**src/rtl/nps_pkg.sv**
```systemverilog
package nps_pkg;

  localparam logic [7:0] OP_SETUP   = 8'h80;
  localparam logic [7:0] OP_CONFIRM = 8'h10;
  localparam logic [7:0] OP_STATUS  = 8'h70;

  localparam logic [1:0] RES_PASS   = 2'd0;
  localparam logic [1:0] RES_FAIL   = 2'd1;
  localparam logic [1:0] RES_REJECT = 2'd2;

  // which byte source the datapath puts on the bus
  typedef enum logic [2:0] {
    BUS_IDLE,
    BUS_SETUP,
    BUS_ADDR,
    BUS_DATA,
    BUS_CONFIRM,
    BUS_STATUS
  } busSel_e;

  // strobes from control to datapath
  typedef struct packed {
    logic    latchReq;
    logic    addrStep;
    logic    pullData;
    logic    grabStatus;
    busSel_e sel;
  } dpCtl_t;

endpackage

```
**src/rtl/nps_datapath.sv**
```systemverilog
module nps_datapath
  import nps_pkg::*;
#(
  parameter int ADDR_CYCLES = 5,
  parameter int BLK_W       = 13,
  parameter int PAGE_BYTES  = 2112,
  parameter int PAGES       = 64,
  parameter int CNT_W       = 12
) (
  input  logic             clk,
  input  logic             rstN,
  input  dpCtl_t           ctl,
  input  logic [BLK_W-1:0] reqBlock,
  input  logic [7:0]       reqPage,
  input  logic [CNT_W-1:0] reqCol,
  input  logic [CNT_W-1:0] reqLen,
  input  logic [7:0]       dataIn,
  input  logic [7:0]       ioIn,
  output logic             reqBad,
  output logic             addrLast,
  output logic             dataLast,
  output logic             statReady,
  output logic             statFail,
  output logic [7:0]       ioOut
);

  localparam int ACW     = $clog2(ADDR_CYCLES);
  localparam int PG_W    = $clog2(PAGES);
  localparam int HI_BITS = BLK_W - 10;

  logic [BLK_W-1:0] blkReg;
  logic [PG_W-1:0]  pageReg;
  logic [CNT_W-1:0] colReg;
  logic [CNT_W-1:0] remaining;
  logic [ACW-1:0]   addrIdx;
  logic [7:0]       dataReg;
  logic [7:0]       statReg;
  logic [CNT_W:0]   endCol;
  logic [7:0]       hiByte;
  logic [7:0]       addrByte;

  // request screening
  assign endCol = {1'b0, reqCol} + {1'b0, reqLen};
  assign reqBad = (reqLen == '0) ||
                  (endCol > (CNT_W+1)'(PAGE_BYTES)) ||
                  ({24'd0, reqPage} >= 32'(PAGES));

  always_ff @(posedge clk or negedge rstN) begin
    if (!rstN) begin
      blkReg    <= '0;
      pageReg   <= '0;
      colReg    <= '0;
      remaining <= '0;
      addrIdx   <= '0;
      dataReg   <= '0;
      statReg   <= '0;
    end else begin
      if (ctl.latchReq) begin
        blkReg    <= reqBlock;
        pageReg   <= reqPage[PG_W-1:0];
        colReg    <= reqCol;
        remaining <= reqLen;
        addrIdx   <= '0;
        statReg   <= '0;
      end
      if (ctl.addrStep) addrIdx <= addrIdx + 1'b1;
      if (ctl.pullData) begin
        dataReg   <= dataIn;
        remaining <= remaining - 1'b1;
      end
      if (ctl.grabStatus) statReg <= ioIn;
    end
  end

  // upper block bits only exist for the longer address train
  generate
    if (ADDR_CYCLES > 4) begin : g_hi
      assign hiByte = {{(8-HI_BITS){1'b0}}, blkReg[BLK_W-1:10]};
    end else begin : g_nohi
      assign hiByte = 8'h00;
    end
  endgenerate

  always_comb begin
    case (addrIdx)
      ACW'(0): addrByte = colReg[7:0];
      ACW'(1): addrByte = {4'b0000, colReg[11:8]};
      ACW'(2): addrByte = {blkReg[1:0], pageReg};
      ACW'(3): addrByte = blkReg[9:2];
      default: addrByte = hiByte;
    endcase
  end

  always_comb begin
    case (ctl.sel)
      BUS_SETUP:   ioOut = OP_SETUP;
      BUS_ADDR:    ioOut = addrByte;
      BUS_DATA:    ioOut = dataReg;
      BUS_CONFIRM: ioOut = OP_CONFIRM;
      BUS_STATUS:  ioOut = OP_STATUS;
      default:     ioOut = 8'h00;
    endcase
  end

  assign addrLast  = (addrIdx == ACW'(ADDR_CYCLES - 1));
  assign dataLast  = (remaining == '0);
  assign statReady = statReg[6];
  assign statFail  = statReg[0];

endmodule

```
**src/rtl/nps_ctrl.sv**
```systemverilog
module nps_ctrl
  import nps_pkg::*;
#(
  parameter int STROBE_W = 2
) (
  input  logic       clk,
  input  logic       rstN,
  input  logic       reqValid,
  input  logic       reqBad,
  input  logic       addrLast,
  input  logic       dataLast,
  input  logic       statReady,
  input  logic       statFail,
  output dpCtl_t     ctl,
  output logic       reqReady,
  output logic       cle,
  output logic       ale,
  output logic       weN,
  output logic       reN,
  output logic       ioOe,
  output logic       doneValid,
  output logic [1:0] doneCode
);

  localparam int PH_LAST = 2 * STROBE_W - 1;
  localparam int PH_W    = (PH_LAST > 0) ? $clog2(PH_LAST + 1) : 1;

  typedef enum logic [2:0] {
    ST_IDLE, ST_SETUP, ST_ADDR, ST_DATA, ST_CONF, ST_STCMD, ST_POLL, ST_DONE
  } state_e;

  state_e          state, nextState;
  logic [PH_W-1:0] ph;
  logic [1:0]      code, nextCode;
  logic            phEnd, lowPhase, writeState;

  assign phEnd      = (ph == PH_W'(PH_LAST));
  assign lowPhase   = (ph < PH_W'(STROBE_W));
  assign writeState = (state == ST_SETUP) || (state == ST_ADDR) || (state == ST_DATA) ||
                      (state == ST_CONF)  || (state == ST_STCMD);

  always_comb begin
    nextState = state;
    nextCode  = code;
    ctl       = '0;
    case (state)
      ST_SETUP: ctl.sel = BUS_SETUP;
      ST_ADDR:  ctl.sel = BUS_ADDR;
      ST_DATA:  ctl.sel = BUS_DATA;
      ST_CONF:  ctl.sel = BUS_CONFIRM;
      ST_STCMD: ctl.sel = BUS_STATUS;
      default:  ctl.sel = BUS_IDLE;
    endcase
    case (state)
      ST_IDLE: if (reqValid) begin
        if (reqBad) begin
          nextState = ST_DONE;
          nextCode  = RES_REJECT;
        end else begin
          ctl.latchReq = 1'b1;
          nextState    = ST_SETUP;
        end
      end
      ST_SETUP: if (phEnd) nextState = ST_ADDR;
      ST_ADDR: if (phEnd) begin
        if (addrLast) begin
          nextState    = ST_DATA;
          ctl.pullData = 1'b1;
        end else begin
          ctl.addrStep = 1'b1;
        end
      end
      ST_DATA: if (phEnd) begin
        if (dataLast) nextState = ST_CONF;
        else          ctl.pullData = 1'b1;
      end
      ST_CONF:  if (phEnd) nextState = ST_STCMD;
      ST_STCMD: if (phEnd) nextState = ST_POLL;
      ST_POLL: begin
        if (ph == PH_W'(STROBE_W - 1)) ctl.grabStatus = 1'b1;
        if (phEnd && statReady) begin
          nextState = ST_DONE;
          nextCode  = statFail ? RES_FAIL : RES_PASS;
        end
      end
      ST_DONE: nextState = ST_IDLE;
      default: nextState = ST_IDLE;
    endcase
  end

  always_ff @(posedge clk or negedge rstN) begin
    if (!rstN) begin
      state <= ST_IDLE;
      ph    <= '0;
      code  <= RES_PASS;
    end else begin
      state <= nextState;
      code  <= nextCode;
      if (writeState || state == ST_POLL) ph <= phEnd ? '0 : ph + 1'b1;
      else                                ph <= '0;
    end
  end

  assign reqReady  = (state == ST_IDLE);
  assign cle       = (state == ST_SETUP) || (state == ST_CONF) || (state == ST_STCMD);
  assign ale       = (state == ST_ADDR);
  assign weN       = !(writeState && lowPhase);
  assign reN       = !((state == ST_POLL) && lowPhase);
  assign ioOe      = writeState;
  assign doneValid = (state == ST_DONE);
  assign doneCode  = code;

endmodule

```
**src/rtl/nand_page_writer.sv**
```systemverilog
module nand_page_writer
  import nps_pkg::*;
#(
  parameter  int ADDR_CYCLES = 5,
  parameter  int STROBE_W    = 2,
  parameter  int PAGE_BYTES  = 2112,
  localparam int BLK_W       = (ADDR_CYCLES > 4) ? 13 : 10
) (
  input  logic             clk,
  input  logic             rstN,
  input  logic             reqValid,
  output logic             reqReady,
  input  logic [BLK_W-1:0] reqBlock,
  input  logic [7:0]       reqPage,
  input  logic [11:0]      reqCol,
  input  logic [11:0]      reqLen,
  input  logic [7:0]       dataIn,
  output logic             dataPull,
  output logic             nandCle,
  output logic             nandAle,
  output logic             nandWeN,
  output logic             nandReN,
  output logic [7:0]       nandIoOut,
  output logic             nandIoOe,
  input  logic [7:0]       nandIoIn,
  output logic             doneValid,
  output logic [1:0]       doneCode
);

  dpCtl_t ctl;
  logic   reqBad, addrLast, dataLast, statReady, statFail;

  nps_ctrl #(.STROBE_W(STROBE_W)) u_ctrl (
    .clk(clk), .rstN(rstN), .reqValid(reqValid), .reqBad(reqBad),
    .addrLast(addrLast), .dataLast(dataLast), .statReady(statReady),
    .statFail(statFail), .ctl(ctl), .reqReady(reqReady), .cle(nandCle),
    .ale(nandAle), .weN(nandWeN), .reN(nandReN), .ioOe(nandIoOe),
    .doneValid(doneValid), .doneCode(doneCode)
  );

  nps_datapath #(
    .ADDR_CYCLES(ADDR_CYCLES), .BLK_W(BLK_W), .PAGE_BYTES(PAGE_BYTES),
    .PAGES(64), .CNT_W(12)
  ) u_dp (
    .clk(clk), .rstN(rstN), .ctl(ctl), .reqBlock(reqBlock), .reqPage(reqPage),
    .reqCol(reqCol), .reqLen(reqLen), .dataIn(dataIn), .ioIn(nandIoIn),
    .reqBad(reqBad), .addrLast(addrLast), .dataLast(dataLast),
    .statReady(statReady), .statFail(statFail), .ioOut(nandIoOut)
  );

  assign dataPull = ctl.pullData;

endmodule

```
**config.mk**
```make
export PLATFORM = sky130hd
export DESIGN_NAME = nand_page_writer
export DESIGN_NICKNAME = d
export VERILOG_FILES = /design/src/rtl/nps_pkg.sv /design/src/rtl/nps_datapath.sv /design/src/rtl/nps_ctrl.sv /design/src/rtl/nand_page_writer.sv
export SDC_FILE = /design/constraint.sdc
export NUM_CORES = 1
export LEC_CHECK = 0
export BUFFER_PORTS_ARGS = -buffer_cell sky130_fd_sc_hd__buf_2
export CAP_MARGIN = 40
export CORE_UTILIZATION = 50
export CTS_CLUSTER_DIAMETER = 100
export DETAILED_ROUTE_END_ITERATION = 10
export PLACE_DENSITY = 0.87
export SLEW_MARGIN = 30
export SYNTH_ARGS = -nofsm -noshare
export SYNTH_HDL_FRONTEND = slang
export SYNTH_HIERARCHICAL = 1
export SYNTH_SLANG_ARGS = --single-unit
export TNS_END_PERCENT = 5
```
**constraint.sdc**
```tcl
create_clock -name clk -period 2.4 [get_ports clk]
set_input_delay 0.24 -clock clk [delete_from_list [all_inputs] [get_ports clk]]
set_output_delay 0.24 -clock clk [all_outputs]
set_load 0.02 [all_outputs]
```
==> impl_metrics.py <==
metrics = {
    "run_status": {
        "outcome": "complete, but fails checks",
        "failed_checks": "negative setup slack",
    },
    "placement": {
        "place_inst": 651,
        "place_congestion": 0.878,
        "hpwl_um": 8570,
        "portBuffers": 75,
    },
    "route": {
        "routed_wl_um": 12500,
        "drt_pass1_iterations": 5,
        "vias": 4049,
        "viasPerCell": 5.97,
        "drtAntennaViolNets": 0,
        "drt-initial-drc-count": 299,
        "route.detailed.drc": 0,
        "wl_per_cell_um": 18.4,
    },
    "timing": {
        "finalSetupViolCount": 61,
        "worst_hold_slack_ps": 117,
        "tightest_slew_ps": 581,
        "slew_headroom": 0.609,
        "hold_viol": 0,
        "worst_slack_ps": -350,
        "drv_slew": 0,
        "max_freq_mhz": 364,
        "rsz0062_at_grt": "yes",
        "fin_crit_ps": 2750,
        "min_period_over_period": 1.15,
        "finClkSkew_ps": 8.34,
    },
    "worst_hold_path": {
        "holdPathEnd": "u_dp/dataReg[5]$_DFFE_PN0P_",
        "holdCritStartpoint": "dataIn[5]",
        "holdPathStages": 3,
        "hold_path_class": "in -> reg",
    },
    "logic_synthesis": {
        "synth_area_leader_cell": "dfrtp_1",
        "avgSynthCellArea_um2": 9.68,
        "synthXorXnorAreaFrac": 0.0153,
        "ys_seq_elements": 63,
        "synth_cells": 415,
        "syn_area_um2": 4020,
        "synth.most_common_cell": "dfrtp_1",
        "synth.area.mux_share": 0.128,
        "synth_top_family_by_area": "compound AO/OA/AOI/OAI gates",
        "synthTopCellsByCount": "dfrtp_1 (63), nor2_1 (41), mux2_2 (39)",
        "yosys.area_share.simple": 0.168,
        "synth_adder_area_share": 0.0797,
        "synth_enable_flop_cells": 0,
        "ys_types": 62,
        "synth_compound_area_frac": 0.179,
        "synthTopCellsByArea": "dfrtp_1 (39%), mux2_2 (11%), ha_1 (7.5%), a21oi_1 (4.5%), nor2_1 (3.8%)",
        "seq_area_frac_synth": 0.392,
        "synthesis.nets": 504,
        "synth-main-ff-cell": "dfrtp_1",
        "synth_top_area_share": 0.392,
        "ys_warn_count": 6,
        "ys_async_sr_fraction": 1.00,
    },
    "worst_setup_path": {
        "worstPathRequired_ps": 2630,
        "max_stage_delay_ps": 440,
        "critPathSlowestCell": "or4_4",
        "critPathArrivalTime_ps": 2980,
        "rr_worst_depth": 13,
        "r2r_start": "u_dp/remaining[0]$_DFFE_PN0P_",
        "crit_fanout": 23,
        "crit_type": "in -> reg",
        "rrSetupSlack_ps": -280,
        "reg2reg_to": "u_dp/remaining[10]$_DFFE_PN0P_",
        "cp-startpoint": "reqCol[0]",
        "crit_path_start_kind": "input port",
        "cp-end-kind": "register",
        "crit_chain": "buf_8 > ha_4 > fa_2 > xor2_1 > or4_4 > a221oi_2 > a311oi_1 > a31oi_1 > a2bb2oi_2 > inv_2 > and3_4 > buf_12 > mux2_2",
    },
    "cells_and_area": {
        "fin_nets": 660,
        "fill_cells": 516,
        "num_antenna_cells": 0,
        "area_growth_pct": 41.4,
        "layoutNonFillerInstCount": 678,
        "drive_gt1_frac": 0.486,
    },
    "pwr": {
        "total_power_mw": 5.89,
        "p_per_area_nw_per_um2": 1040,
        "swShare": 0.402,
        "vdd_ir_drop_max_mv": 0.460,
        "clkPwrFrac": 0.181,
        "p_seq_frac": 0.314,
        "p_comb_frac": 0.506,
        "switchingPower_mw": 2.37,
        "leakage_nw": 2.72,
        "internal-power_mw": 3.52,
    },
    "floorplanning": {
        "rows": 32,
        "die_y_um": 91.6,
        "start_util": 0.517,
        "core_area_um2": 7770,
        "die_width_um": 91.6,
        "dieArea_um2": 8400,
        "ioPinCount": 82,
    },
    "job": {
        "maxCapViolations": 0,
    },
    "clocking": {
        "clk_latency_ps": 350,
        "h-tree-depth": 3,
        "cts_buffers": 9,
        "clock_sink_count": 63,
        "clockRootBuffer": "clkbuf_8",
        "cts.path.max_buffers": 2,
        "cts_tree": "yes",
        "clk_pin_slew_worst_paths_ps": 70,
    },
    "global_route": {
        "overflow": 0,
        "grt_pass1_vias": 4051,
        "grt_first_pass_wirelength_um": 19400,
        "grt_max_degree": 64,
        "antenna_found_initial": 0,
        "grt_util_all_layers": 0.296,
    },
}
[power by group through the flow]
stage	sequential, mW	combinational [mW]	clock, mW
floorplan	1.74	1.76	0
CTS	1.82	2.71	1.07
detailed placement	1.82	2.58	0
global placement	1.78	2.44	0
finish	1.85	2.98	1.06
global route	1.89	3.19	1.14
[how the worst max path moves through the flow]
stage | endpoint | cells past startpoint
detailed placement | u_dp/remaining[10]$_DFFE_PN0P_ | 14
global route | u_dp/remaining[10]$_DFFE_PN0P_ | 13
global placement | u_dp/remaining[10]$_DFFE_PN0P_ | 14
CTS | u_dp/pageReg[2]$_DFFE_PN0P_ | 13
floorplan | u_dp/blkReg[0]$_DFFE_PN0P_ | 13
finish | u_dp/colReg[9]$_DFFE_PN0P_ | 13
[registers in the layout, indices dropped and copies added (netlist names)]
name / flops
u_dp/colReg: 12
u_ctrl/ph: 2
u_dp/blkReg: 13
u_dp/addrIdx: 3
u_ctrl/state: 3
u_dp/remaining: 12
u_dp/pageReg: 6
u_dp/statReg: 2
u_dp/dataReg: 8
u_ctrl/doneCode: 2
[worst max-delay path, delay by kind of cell]
family,cells,cell delay (ps)
AO/OA/AOI/OAI,4,600
XOR/XNOR,1,160
adder cells (fa/ha/maj),2,550
buffers and inverters,3,380
multiplexers,1,360
AND/OR/NAND/NOR,2,690
[kinds of logic after synthesis]
group,after synthesis
adders and majority gates,25
muxes,45
AOI/OAI and AO/OA,106
buffers and inverters,36
xor gates and xnor gates,7
and+or+nand+nor,133
DFF,63
[metal layers]
layer / vias up / track usage / part of all wire
met1: 1987 / 0.361 / 0.40
met2: 191 / 0.511 / 0.51
li1: 1839 / - / -
met4: 0 / 0.116 / 0.026
met5: - / 0 / 0
met3: 32 / 0.0622 / 0.062
[per-stage QoR]
step / cell area (µm²) / worst slack (ps) / TNS (ps) / util
final: 5680 / -350 / -15130 / 0.731
after CTS: 5510 / -283 / -12090 / 0.709
after floorplan: 4120 / -418 / -20360 / -
after detailed placement: 5100 / -806 / -36340 / 0.657
after global routing: 5680 / -416 / -19070 / 0.731
after global placement: 5100 / -651 / -29510 / 0.657
[repair_timing]
item / 4_1_cts / 5_1_grt
hold buffers: 0 / 1
hold endpoints to repair: 0 / 17
resized for setup: 36 / 29
buffers inserted: 5 / 3
pin swaps: 8 / 4
cloned: 1 / 0
setup endpoints to repair: 64 / 61
[layout make-up]
class	instances	area, µm²	share of cell area
clock buffer	13	159	0.0280
clock inverter	3	65.1	0.0115
inverter	15	56.3	0.00991
multi-input combinational	317	2560	0.451
tap	102	128	0.0225
timing repair buffer	165	1140	0.200
sequential	63	1580	0.278
[layout by cell type (no fill, tap or decap), types with 12 or more instances in the layout]
| cell | n |
|---|---|
| buf_4 | 82 |
| dfrtp_1 | 63 |
| mux2_2 | 28 |
| a21oi_2 | 14 |
| nor2_1 | 36 |
| a21oi_1 | 23 |
| buf_2 | 72 |
| ha_1 | 20 |
| nand2_1 | 26 |
| nor3_1 | 12 |
| mux2_4 | 14 |
| inv_1 | 12 |
No activity file was read; power rests on OpenSTA's default activity.
